**config.mk**
```make
export PLATFORM = sky130hd
export DESIGN_NAME = gcd_iter
export DESIGN_NICKNAME = d
export VERILOG_FILES = /design/src/rtl/gcd_pkg.sv /design/src/rtl/gcd_le_cmp.sv /design/src/rtl/gcd_act_sel.sv /design/src/rtl/gcd_state_regs.sv /design/src/rtl/gcd_iter.sv
export SDC_FILE = /design/constraint.sdc
export NUM_CORES = 1
export LEC_CHECK = 0
export BUFFER_PORTS_ARGS = -buffer_cell sky130_fd_sc_hd__clkbuf_2
export CAP_MARGIN = 0
export CORE_MARGIN = 1
export CORE_UTILIZATION = 40
export DETAILED_ROUTE_END_ITERATION = 10
export GPL_ROUTABILITY_DRIVEN = 0
export PLACE_DENSITY = 0.68
export SYNTH_ARGS = -nofsm -noshare
export SYNTH_HDL_FRONTEND = slang
export SYNTH_SLANG_ARGS = --single-unit
```
**constraint.sdc**
```tcl
create_clock -name clk -period 8.3 [get_ports clk]
set_clock_uncertainty 0.05 [all_clocks]
set_input_delay 1.245 -clock clk [delete_from_list [all_inputs] [get_ports clk]]
set_output_delay 1.245 -clock clk [all_outputs]
set_load 0.01 [all_outputs]
```
**src/rtl/gcd_pkg.sv**
```systemverilog
package gcd_pkg;

   typedef enum logic [1:0] {
      ACT_IDLE = 2'd0,
      ACT_LOAD = 2'd1,
      ACT_SWAP = 2'd2,
      ACT_SUB  = 2'd3
   } gcd_act_e;

   function automatic logic act_is_step(input gcd_act_e act);
      return (act == ACT_SWAP) || (act == ACT_SUB);
   endfunction

endpackage

```
**src/rtl/gcd_le_cmp.sv**
```systemverilog
module gcd_le_cmp #(
   parameter int unsigned WIDTH      = 32,
   parameter bit          SIGNED_CMP = 1'b1
) (
   input  logic [WIDTH-1:0] lhs,
   input  logic [WIDTH-1:0] rhs,
   output logic             lhs_le_rhs
);
   localparam logic [WIDTH-1:0] SIGN_MASK = {1'b1, {(WIDTH-1){1'b0}}};

   logic [WIDTH-1:0] lhs_k;
   logic [WIDTH-1:0] rhs_k;

   generate
      if (WIDTH < 2) begin : g_bad_width
         $error("gcd_le_cmp: WIDTH must be at least 2");
      end
      if (SIGNED_CMP) begin : g_signed
         // flipping the sign bit maps two's complement order onto unsigned order
         assign lhs_k = lhs ^ SIGN_MASK;
         assign rhs_k = rhs ^ SIGN_MASK;
      end else begin : g_unsigned
         assign lhs_k = lhs;
         assign rhs_k = rhs;
      end
   endgenerate

   assign lhs_le_rhs = (lhs_k <= rhs_k);

endmodule

```
**src/rtl/gcd_act_sel.sv**
```systemverilog
module gcd_act_sel
   import gcd_pkg::*;
(
   input  logic     start_en,
   input  logic     y_zero,
   input  logic     x_le_y,
   output gcd_act_e act
);
   always_comb begin
      if (y_zero) begin
         act = start_en ? ACT_LOAD : ACT_IDLE;
      end else if (x_le_y) begin
         act = ACT_SUB;
      end else begin
         act = ACT_SWAP;
      end
   end
endmodule

```
**src/rtl/gcd_state_regs.sv**
```systemverilog
module gcd_state_regs
   import gcd_pkg::*;
#(
   parameter int unsigned WIDTH = 32
) (
   input  logic             clk,
   input  logic             rst_n,
   input  gcd_act_e         act,
   input  logic [WIDTH-1:0] a_in,
   input  logic [WIDTH-1:0] b_in,
   output logic [WIDTH-1:0] x_q,
   output logic [WIDTH-1:0] y_q
);
   logic [WIDTH-1:0] x_d;
   logic [WIDTH-1:0] y_d;

   always_comb begin
      x_d = x_q;
      y_d = y_q;
      unique case (act)
         ACT_LOAD: begin
            x_d = a_in;
            y_d = b_in;
         end
         ACT_SWAP: begin
            x_d = y_q;
            y_d = x_q;
         end
         ACT_SUB: begin
            y_d = y_q - x_q;
         end
         default: ;
      endcase
   end

   // x deliberately carries no reset
   always_ff @(posedge clk) begin
      x_q <= x_d;
   end

   always_ff @(posedge clk or negedge rst_n) begin
      if (!rst_n) y_q <= '0;
      else        y_q <= y_d;
   end


   swap_chk: assert property (@(posedge clk) disable iff (!rst_n)
      (act == ACT_SWAP) |=> (x_q == $past(y_q)) && (y_q == $past(x_q)));


   sub_chk: assert property (@(posedge clk) disable iff (!rst_n)
      (act == ACT_SUB) |=> (y_q == $past(y_q) - $past(x_q)) && $stable(x_q));


   load_chk: assert property (@(posedge clk) disable iff (!rst_n)
      (act == ACT_LOAD) |=> (x_q == $past(a_in)) && (y_q == $past(b_in)));

endmodule

```
**src/rtl/gcd_iter.sv**
```systemverilog
module gcd_iter
   import gcd_pkg::*;
#(
   parameter int unsigned WIDTH      = 32,
   parameter bit          SIGNED_CMP = 1'b1
) (
   input  logic             clk,
   input  logic             rst_n,
   input  logic [WIDTH-1:0] start_a,
   input  logic [WIDTH-1:0] start_b,
   input  logic             start_en,
   output logic             start_rdy,
   output logic [WIDTH-1:0] res_data,
   output logic             res_valid
);
   localparam logic [WIDTH-1:0] ZERO_W = '0;

   generate
      if (WIDTH < 2) begin : g_bad_width
         $error("gcd_iter: WIDTH must be at least 2");
      end
   endgenerate

   logic [WIDTH-1:0] x_q;
   logic [WIDTH-1:0] y_q;
   logic             y_zero;
   logic             x_le_y;
   gcd_act_e         act;

   assign y_zero = (y_q == ZERO_W);

   gcd_le_cmp #(
      .WIDTH      (WIDTH),
      .SIGNED_CMP (SIGNED_CMP)
   ) u_cmp (
      .lhs        (x_q),
      .rhs        (y_q),
      .lhs_le_rhs (x_le_y)
   );

   gcd_act_sel u_sel (
      .start_en (start_en),
      .y_zero   (y_zero),
      .x_le_y   (x_le_y),
      .act      (act)
   );

   gcd_state_regs #(
      .WIDTH (WIDTH)
   ) u_regs (
      .clk   (clk),
      .rst_n (rst_n),
      .act   (act),
      .a_in  (start_a),
      .b_in  (start_b),
      .x_q   (x_q),
      .y_q   (y_q)
   );

   assign start_rdy = y_zero;
   assign res_valid = y_zero;
   assign res_data  = x_q;


   idle_hold_chk: assert property (@(posedge clk) disable iff (!rst_n)
      (res_valid && !start_en) |=> res_valid && $stable(res_data));


   busy_ignore_chk: assert property (@(posedge clk) disable iff (!rst_n)
      (!start_rdy && start_en) |-> (act != ACT_LOAD));


   step_excl_chk: assert property (@(posedge clk) disable iff (!rst_n)
      act_is_step(act) |-> !start_rdy);

   generate
      if (SIGNED_CMP) begin : g_cmp_chk

         signed_cmp_chk: assert property (@(posedge clk) disable iff (!rst_n)
            !y_zero |-> (x_le_y == ($signed(x_q) <= $signed(y_q))));
      end
   endgenerate

endmodule

```
==> reports/metrics.csv, run 1 <==
stage;metric;value;unit
route;Routed WL;15.2;mm
cells_and_area;layout cell share with drive strength beyond 1;17.6;%
global_route;first-pass GRT wire length;24.5;mm
route;Post-DRT Antenna Nets;0;
clock_tree;hold buffers post-CTS;0;
cells_and_area;most frequent cells in the layout;clkbuf_2, inv_1, nand2_1;
floorplanning;core area;13300;µm²
setup_path;reg2reg setup slack;4480;ps
route;drc violations;0;
place;port buffer count;100;
logic_synthesis;register bit total from synthesis;64;
global_route;initial antenna violation count;0;
hold_path;Hold Path Origin;u_regs.x_q[23]$_DFFE_PP_;
cells_and_area;number of diodes;0;
floorplanning;Die Ht;119;µm
timing;Final period util;49.0;%
logic_synthesis;EDFF count, synth;32;
clock_tree;CTS buffer count;9;
clock_tree;clk_lat worst skew;350;ps
logic_synthesis;syn_nets;793;
floorplanning;io pins;101;
route;DRT iter0 DRCs;342;
logic_synthesis;Mapped Area;5510;µm²
cells_and_area;synthesis-to-finish area growth;15.4;%
hold_path;WHS Path Cells;2;
global_route;largest net degree at the start of global routing;49;
timing;Worst Max-Slew Pin Slew;886;ps
setup_path;RR Startpoint;u_regs.y_q[16]$_DFFE_PN0P_;
cells_and_area;commonest non-fill, non-tap cell in the layout;clkbuf_2;
place;placed insts;906;
clock_tree;Post-CTS Resized;0;
cells_and_area;fin nets;872;
clock_tree;clock tree sinks;64;
route;Via-to-Cell Ratio;5.44;
place;Post-DP HPWL;11.2;mm
floorplanning;Rows;42;
status;status;finished clean;
global_route;vias in the first global route;4767;
setup_path;Worst Path Required;7010;ps
clock_tree;CTS clock-pin slew for the worst setup and hold paths;50;ps
setup_path;WS Path Type;reg -> out;
setup_path;Critical Path AT;2770;ps
logic_synthesis;Synth async-reset ratio;50.0;%
clock_tree;post-CTS setup buffer count;0;
clock_tree;clock root buffer;clkbuf_16;
clock_tree;H-Tree Depth;3;
timing;setup TNS;0;ps
setup_path;Worst R2R End;u_regs.x_q[15]$_DFFE_PP_;
cells_and_area;post-route insts no fill;922;
logic_synthesis;Distinct cells, synth;64;
timing;Hold Fails Final Rpt;0;
global_route;Total Routing Usage GR;22.2;%
floorplanning;Die Wd;119;µm
logic_synthesis;Synth Warn #;0;
logic_synthesis;post-synth top area cell;edfxtp_1;
global_route;grt ovf;0;
clock_tree;CTS tree;built;
route;routed via count;5015;
logic_synthesis;sequential share of the synthesized area;32.0;%
floorplanning;die area;14200;µm²
route;wire length per cell;16.5;µm
setup_path;CP Launch Type;register;
job;max_cap viols;0;
cells_and_area;Layout fillers;1368;
logic_synthesis;top cells by area, synth;edfxtp_1, dfrtp_1, ha_1;
timing;RSZ-0062 raised after global routing;false;
setup_path;CP max FO;34;
logic_synthesis;syn_area_per_cell;8.32;µm²
timing;FMAX;0.246;GHz
timing;post-layout minimum cycle time;4070;ps
logic_synthesis;Yosys top cell area share;17.4;%
hold_path;hold worst-path end;u_regs.y_q[23]$_DFFE_PN0P_;
timing;slew margin rel.;41.0;%
logic_synthesis;Most used DFF post-synth;edfxtp_1;
timing;Slew Limit Fails;0;
timing;endpoints failing setup;0;
setup_path;R2R cell count;6;
clock_tree;CTS Buffer Depth;2;
route;first-pass iteration count of the detailed router;5;
logic_synthesis;Synth Instances;662;
hold_path;hold crit path type;reg -> reg;
setup_path;Crit. End Element;primary output;
floorplanning;Initial Utilization;41.3;%
-- layout make-up --
type	count	area [µm²]	share of cell area, %
Clock buffer	16	272	4.27
Inverter	69	259	4.07
Multi-Input combinational cell	492	3310	52.0
Sequential cell	64	1760	27.7
Tap cell	176	220	3.46
Timing Repair Buffer	105	538	8.46
-- worst max-delay path by stage --
stage / start / to
2_1_floorplan: u_regs.y_q[1]$_DFFE_PN0P_ / start_rdy
3_3_place_gp: u_regs.y_q[25]$_DFFE_PN0P_ / u_regs.x_q[7]$_DFFE_PP_
3_5_place_dp: u_regs.y_q[16]$_DFFE_PN0P_ / u_regs.x_q[8]$_DFFE_PP_
4_1_cts: u_regs.y_q[16]$_DFFE_PN0P_ / start_rdy
5_1_grt: u_regs.y_q[25]$_DFFE_PN0P_ / start_rdy
6_report: u_regs.y_q[16]$_DFFE_PN0P_ / start_rdy
-- per-stage QoR --
step	worst slack, ps	cell area [µm²]	hold WS, ps	util [%]
6_report	4230	6360	526	47.6
5_1_grt	4090	6360	560	47.6
4_1_cts	4220	6360	536	47.6
3_5_place_dp	4480	6090	524	45.6
3_3_place_gp	4540	6090	516	45.6
2_1_floorplan	5010	5510	528	-
-- registers in the layout, indices dropped and copies added (netlist names) --
register and cells:
u_regs.y_q 32, u_regs.x_q 32
-- worst max-delay path, cell delays in order (launching register included) --
cell and delay [ps]:
dfrtp_1 390, nor4_1 450, nand4_1 360, nor2_4 560, buf_4 440, clkbuf_2 200
-- per-layer routing --
| layer | vias to the layer above | GRT usage [%] | wire length (µm) |
|---|---|---|---|
| met3 | 29 | 3.54 | 797 |
| met5 | - | 0 | 0 |
| met4 | 0 | 10.0 | 423 |
| met1 | 2282 | 31.5 | 7360 |
| met2 | 179 | 32.9 | 6610 |
| li1 | 2525 | - | - |
-- cells in the mapped netlist (3+ instances only) --
master,n
nor3_1,11
and3_1,3
buf_6,3
nor2_1,29
nor2b_1,5
nand3_1,31
o41a_1,3
ha_1,63
mux2i_1,9
a211oi_1,9
a31oi_1,3
nand4_1,12
nand2_1,66
edfxtp_1,32
a21oi_1,59
a21o_1,22
or3_1,3
nand2b_1,4
a221oi_1,4
nor4_1,10
xnor2_1,14
xor2_1,5
o21ai_1,49
a22oi_1,5
buf_2,16
o31ai_1,3
inv_1,69
buf_4,5
dfrtp_1,32
o21ai_0,28
clkbuf_1,12
or2_2,3
-- cell families (layout without fill, tap and decap cells) --
| group | count (synthesis) | after routing | share of synthesized area [%] |
|---|---|---|---|
| buffers and inverters | 106 | 190 | 8.36 |
| AO/OA/AOI/OAI | 206 | 206 | 22.7 |
| flip-flops | 64 | 64 | 32.0 |
| adder cells (fa/ha/maj) | 64 | 64 | 14.7 |
| multiplexers | 10 | 10 | 1.84 |
| XOR/XNOR | 19 | 19 | 3.02 |
| AND/OR/NAND/NOR | 193 | 193 | 17.5 |
Power of run 1 is left out: the tool's default activity adds up to more than one toggle a clock period on the data nets, which glitch-free logic cannot reach.
==> run 2: changes to the inputs <==
--- a/config.mk
+++ b/config.mk
@@ -5,13 +5,14 @@
 export SDC_FILE = /design/constraint.sdc
 export NUM_CORES = 1
 export LEC_CHECK = 0
+export ABC_AREA = 1
 export BUFFER_PORTS_ARGS = -buffer_cell sky130_fd_sc_hd__clkbuf_2
 export CAP_MARGIN = 0
 export CORE_MARGIN = 1
 export CORE_UTILIZATION = 40
 export DETAILED_ROUTE_END_ITERATION = 10
 export GPL_ROUTABILITY_DRIVEN = 0
-export PLACE_DENSITY = 0.68
+export PLACE_DENSITY = 0.66
 export SYNTH_ARGS = -nofsm -noshare
 export SYNTH_HDL_FRONTEND = slang
 export SYNTH_SLANG_ARGS = --single-unit
==> constraint.sdc (replaced) <==
create_clock -name clk -period 3.91 [get_ports clk]
set_clock_uncertainty 0.05 [all_clocks]
set_input_delay 0.5865 -clock clk [delete_from_list [all_inputs] [get_ports clk]]
set_output_delay 0.5865 -clock clk [all_outputs]
set_load 0.01 [all_outputs]
==> run 2 against run 1 <==
Compared with the run above: area after synthesis up 21%; cell area up 21%; register-to-register slack worse by 3400 ps; cell count up 45%; largest cell class unchanged; worst setup slack worse by 3200 ps.
==> reports/metrics.csv, run 2 <==
stage;metric;value;unit;change
status;status;finished clean;;
clock_tree;CTS Buffer Depth;2;;unchanged
global_route;grt ovf;0;;unchanged
logic_synthesis;commonest cells in the netlist;nand2_1, inv_1, nand3_1, nor2_1, ha_1;;
route;DRT iter0 DRCs;448;;+31%
cells_and_area;number of diodes;0;;unchanged
global_route;initial antenna violation count;0;;unchanged
timing;post-layout minimum cycle time;2860;ps;
logic_synthesis;sequential share of the synthesized area;26.3;%;-5.6 points
timing;RSZ-0062 raised after global routing;false;;
cells_and_area;fin nets;1251;;+43%
job;max_cap viols;0;;unchanged
logic_synthesis;Synth async-reset ratio;50.0;%;unchanged
clock_tree;H-Tree Depth;3;;unchanged
route;wire length per cell;15.0;µm;-9.0%
timing;FMAX;0.349;GHz;
clock_tree;Post-CTS Resized;0;;unchanged
cells_and_area;Layout fillers;1748;;+28%
clock_tree;clock root buffer;clkbuf_16;;
route;Routed WL;20.1;mm;+32%
setup_path;RR Startpoint;u_regs.x_q[28]$_DFFE_PP_;;
timing;slew margin rel.;39.1;%;-1.8 points
floorplanning;Die Ht;131;µm;+10%
setup_path;Critical Path AT;2920;ps;+150 ps
timing;Worst Max-Slew Pin Slew;913;ps;+27.4 ps
global_route;vias in the first global route;6582;;+38%
logic_synthesis;Distinct cells, synth;37;;-42%
clock_tree;clk_lat worst skew;350;ps;about the same
logic_synthesis;syn_nets;1158;;+46%
logic_synthesis;syn_area_per_cell;6.52;µm²;-22%
route;drc violations;0;;unchanged
cells_and_area;final core occ;47.8;%;+0.15 points
clock_tree;hold buffers post-CTS;0;;unchanged
setup_path;CP max-delay cell;edfxtp_1;;
place;port buffer count;100;;unchanged
setup_path;CP Launch Type;register;;
clock_tree;clock tree sinks;64;;unchanged
clock_tree;CTS clock-pin slew for the worst setup and hold paths;60;ps;about the same
place;Post-DP HPWL;15.4;mm;+37%
setup_path;crit path from;u_regs.x_q[28]$_DFFE_PP_;;
cells_and_area;most frequent cells in the layout;nand2_1, inv_1, clkbuf_2;;
cells_and_area;register area;1760;µm²;unchanged
logic_synthesis;Yosys top cell area share;18.3;%;+0.90 points
cells_and_area;synthesis-to-finish area growth;15.1;%;
setup_path;Worst path max stage delay;450;ps;-110 ps
global_route;Total Routing Usage GR;24.2;%;+2.0 points
floorplanning;Rows;46;;+9.5%
floorplanning;Die Wd;131;µm;+10%
route;routed via count;6702;;+34%
logic_synthesis;Synth Instances;1027;;+55%
logic_synthesis;top cells by area, synth;nand2_1, edfxtp_1, dfrtp_1;;
setup_path;CP max FO;63;;+85%
floorplanning;io pins;101;;unchanged
setup_path;CP cell instances;inv_1, ha_1, nand2_1, nor2_1, nand2_1, nor2_4, nand2_1, nand2_4, nand2_4, nor2_8, buf_12, nand2_1, o21a_1;;
timing;endpoints failing setup;0;;unchanged
logic_synthesis;count leader, synth;nand2_1;;
timing;Slew Limit Fails;0;;unchanged
route;first-pass iteration count of the detailed router;7;;+2
setup_path;CP most frequent cell;nand2_1;;
global_route;first-pass GRT wire length;32.9;mm;+34%
logic_synthesis;Synth Warn #;0;;unchanged
logic_synthesis;EDFF count, synth;32;;unchanged
timing;Final WS setup;1050;ps;-3190 ps
floorplanning;core area;16100;µm²;+21%
cells_and_area;Multi-input gate area;3990;µm²;+21%
floorplanning;Initial Utilization;41.5;%;+0.25 points
route;Post-DRT Antenna Nets;0;;unchanged
floorplanning;die area;17300;µm²;+21%
timing;Hold Fails Final Rpt;0;;unchanged
cells_and_area;commonest non-fill, non-tap cell in the layout;nand2_1;;
timing;setup TNS;0;ps;unchanged
hold_path;hold crit path type;in -> async;;
cells_and_area;largest registers;u_regs.x_q: 32 flops, u_regs.y_q: 32 flops;;
place;DP Worst Slack;1060;ps;-3410 ps
setup_path;Worst Path Required;3970;ps;-3040 ps
cells_and_area;layout cell share with drive strength beyond 1;14.0;%;-3.6 points
clock_tree;CTS tree;built;;
route;Via-to-Cell Ratio;5.00;;-8.1%
timing;Final period util;73.2;%;
clock_tree;post-CTS setup buffer count;0;;unchanged
place;placed insts;1325;;+46%
clock_tree;CTS buffer count;9;;unchanged
logic_synthesis;Most used DFF post-synth;edfxtp_1;;
logic_synthesis;Mapped Area;6690;µm²;+21%
cells_and_area;post-route insts no fill;1341;;+45%
logic_synthesis;post-synth top area cell;nand2_1;;
logic_synthesis;register bit total from synthesis;64;;unchanged
setup_path;Crit. End Element;register;;
setup_path;WS Path Type;reg -> reg;;
global_route;largest net degree at the start of global routing;64;;+31%
## run 2: changes by cell type in the layout (fill, tap and decap cells not counted), moves of 11 or more
cell     before  now
a21o_1       22    2
o21ai_0      28   10
o21ai_1      49    3
inv_1        69  206
a21oi_1      59   33
o21a_1        1   33
nand4_1      12   48
nand2_1      66  327
nor2_1       28   71
xnor2_1      14    3
nand3_1      31   71
## run 2: worst max-delay path: cells and delay by family (launching register included)
| family | cells | cell delay (ps) |
|---|---|---|
| compound gates | 1 | 110 |
| fa+ha+maj | 1 | 350 |
| buf+inv | 2 | 340 |
| flops | 1 | 450 |
| simple gates | 9 | 1260 |
## run 2: area by class of cell
type                    instances  area share [%]
repair buffers                110            7.80
multi-input cells             723            51.9
well taps                     216            3.51
flip-flops and latches         64            22.9
clock inverters                 3           0.227
clock buffers                  13            3.38
inverters                     212            10.3
## run 2: cells by family after synthesis
kind of cell               Yosys count  synth area share (%)
DFF                                 64                  26.3
xor gates and xnor gates            15                  1.96
buffers and inverters              240                  14.3
and+or+nand+nor                    558                  37.5
adders and majority gates           64                  12.1
AOI/OAI and AO/OA                   86                  7.87
## run 2: metal layers
layer | track usage (%) | wire, µm
met1 | 31.7 | 9330
met2 | 39.2 | 9020
met4 | 9.11 | 487
met3 | 4.82 | 1280
met5 | 0 | 0
## run 2: final timing paths
check / endpoint / slack, ps / cells past startpoint
setup / recovery: u_regs.x_q[15]$_DFFE_PP_ / 1050 / 13
max in group asynchronous: u_regs.y_q[17]$_DFFE_PN0P_ / 2930 / 1
min in group clk: u_regs.x_q[0]$_DFFE_PP_ / 470 / 2
hold reg to reg: u_regs.x_q[31]$_DFFE_PP_ / 570 / 2
hold / removal: u_regs.y_q[7]$_DFFE_PN0P_ / 300 / 1
setup reg to reg: u_regs.x_q[15]$_DFFE_PP_ / 1050 / 13
## run 2: stage by stage
step           area, µm²  hold slack (ps)
2_1_floorplan       6690              241
3_3_place_gp        7420              543
3_5_place_dp        7420              555
4_1_cts             7700              331
5_1_grt             7700              383
6_report            7700              304
Power of run 2 is left out for the same reason.
==> run 3: changes to the inputs <==
==> constraint.sdc (replaced) <==
create_clock -name clk -period 2.89 [get_ports clk]
set_clock_uncertainty 0.05 [all_clocks]
set_input_delay 0.4335 -clock clk [delete_from_list [all_inputs] [get_ports clk]]
set_output_delay 0.4335 -clock clk [all_outputs]
set_load 0.01 [all_outputs]
==> run 3 against run 2 <==
Compared with the run above: hold slack worse by 130 ps; register-to-register slack worse by 960 ps; fmax is 2.1% higher; sequential cell count stayed put; first-iteration DRC count is 2.0% higher; cell area is 2.2% higher; non-clock buffer count is 7 higher; largest cell class unchanged; highest routed layer unchanged.
==> reports/metrics.csv, run 3 (synthesized netlist as in run 2, its figures left out) <==
stage;metric;value;unit;change
timing;post-layout minimum cycle time;2800;ps;-58.8 ps
setup_path;CP Launch Type;register;;
route;wire length per cell;15.4;µm;+2.9%
route;Post-DRT Antenna Nets;0;;unchanged
cells_and_area;fin nets;1258;;+0.56%
floorplanning;Initial Utilization;41.5;%;unchanged
job;max_cap viols;0;;unchanged
floorplanning;Die Ht;131;µm;unchanged
setup_path;WS Path Type;reg -> reg;;
global_route;initial antenna violation count;0;;unchanged
global_route;Total Routing Usage GR;24.5;%;+0.32 points
clock_tree;CTS clock-pin slew for the worst setup and hold paths;60;ps;about the same
timing;slew margin rel.;36.2;%;-2.9 points
cells_and_area;layout cell share with drive strength beyond 1;14.7;%;+0.71 points
floorplanning;Rows;46;;unchanged
timing;Hold Fails Final Rpt;0;;unchanged
setup_path;reg2reg setup slack;90;ps;-960 ps
place;port buffer count;100;;unchanged
setup_path;R2R cell count;13;;unchanged
clock_tree;clock tree sinks;64;;unchanged
setup_path;CP max FO;32;;-49%
route;Routed WL;20.8;mm;+3.5%
clock_tree;CTS Buffer Depth;2;;unchanged
timing;endpoints failing setup;0;;unchanged
setup_path;Critical Path AT;2860;ps;-60 ps
route;first-pass iteration count of the detailed router;5;;-2
floorplanning;io pins;101;;unchanged
cells_and_area;largest registers;u_regs.x_q: 32 flops, u_regs.y_q: 32 flops;;
global_route;largest net degree at the start of global routing;64;;unchanged
clock_tree;CTS tree;built;;
route;DRT iter0 DRCs;457;;+2.0%
timing;Worst Max-Slew Pin Slew;957;ps;+43.7 ps
route;Via-to-Cell Ratio;5.00;;about the same
global_route;vias in the first global route;6447;;-2.1%
clock_tree;H-Tree Depth;3;;unchanged
cells_and_area;final core occ;48.8;%;+1.0 points
timing;Hold Slack;172;ps;-132 ps
place;Post-DP HPWL;15.9;mm;+3.1%
timing;Slew Limit Fails;0;;unchanged
cells_and_area;synthesis-to-finish area growth;17.6;%;
floorplanning;core area;16100;µm²;unchanged
status;status;finished clean;;
route;drc violations;0;;unchanged
floorplanning;die area;17300;µm²;unchanged
cells_and_area;most frequent cells in the layout;nand2_1, inv_1, clkbuf_2;;
setup_path;Worst Path Required;2940;ps;-1030 ps
global_route;grt ovf;0;;unchanged
clock_tree;clk_lat worst skew;350;ps;about the same
clock_tree;CTS buffer count;9;;unchanged
clock_tree;hold buffers post-CTS;0;;unchanged
hold_path;hold crit path type;in -> async;;
timing;FMAX;0.357;GHz;+2.1%
clock_tree;clock root buffer;clkbuf_16;;
global_route;first-pass GRT wire length;33.1;mm;+0.42%
timing;Final period util;97.0;%;+24 points
floorplanning;Die Wd;131;µm;unchanged
setup_path;Crit. End Element;register;;
setup_path;crit path from;u_regs.x_q[28]$_DFFE_PP_;;
cells_and_area;commonest non-fill, non-tap cell in the layout;nand2_1;;
setup_path;RR Startpoint;u_regs.x_q[28]$_DFFE_PP_;;
setup_path;CP Capture Point;u_regs.x_q[16]$_DFFE_PP_;;
cells_and_area;number of diodes;0;;unchanged
setup_path;Worst R2R End;u_regs.x_q[16]$_DFFE_PP_;;
route;routed via count;6737;;+0.52%
run 3: changes by cell type in the layout (fill, tap and decap cells not counted), sizes merged:
cell      delta
buf          +6
clkbuf       -3
clkinvlp     -1
inv          +1
bufinv       +4
run 3: what timing repair did:
item,4_1_cts,5_1_grt
endpoints found under the setup margin,0,32
buffers inserted,0,2
gates resized for setup,0,1
endpoints found under the hold margin,0,0
run 3: critical path, cell delays in order, from the launching register on:
cell and delay, ps:
edfxtp_1 420, inv_1 60, ha_1 360, nand2_1 130, nor2_1 270, nand2_1 180
nor2_4 170, nand2_1 100, nand2_4 80, nand2_4 140, nor2_8 160, buf_16 230
nand2_1 90, o21a_1 110
run 3: metal layers:
| layer | part of all wire, % | global-route usage (%) | vias to the layer above |
|---|---|---|---|
| li1 | - | - | 3426 |
| met1 | 47 | 32.4 | 3048 |
| met4 | 2.9 | 9.75 | 0 |
| met2 | 44 | 39.2 | 222 |
| met5 | 0 | 0 | - |
| met3 | 6.1 | 4.71 | 41 |
run 3: how the worst min path moves through the flow:
stage	from	end	slack, ps	cells past startpoint
floorplan	rst_n	u_regs.y_q[0]$_DFFE_PN0P_	90	0
global placement	u_regs.y_q[31]$_DFFE_PN0P_	u_regs.x_q[31]$_DFFE_PP_	530	2
detailed placement	u_regs.y_q[31]$_DFFE_PN0P_	u_regs.x_q[31]$_DFFE_PP_	540	2
CTS	rst_n	u_regs.y_q[7]$_DFFE_PN0P_	210	1
global route	rst_n	u_regs.y_q[7]$_DFFE_PN0P_	250	1
finish	rst_n	u_regs.y_q[7]$_DFFE_PN0P_	170	1
run 3: layout make-up:
| cell class | instances | area [µm²] |
|---|---|---|
| clock buffers | 9 | 225 |
| well taps | 216 | 270 |
| repair buffers | 117 | 678 |
| flip-flops and latches | 64 | 1760 |
| fillers | 1702 | 8250 |
| inverters | 212 | 797 |
| clock inverters | 7 | 143 |
| multi-input cells | 723 | 3990 |
run 3: per-stage QoR:
stage               instance area [µm²]  cells  worst slack, ps  TNS (ps)
global route                       7870   1348           -0.340    -0.340
finish                             7870   1348             85.7         0
global placement                   7450   1329              147         0
floorplan                          6700   1027             22.6         0
detailed placement                 7450   1329             83.9         0
CTS                                7820   1345             77.4         0
Power of run 3 is left out for the same reason.
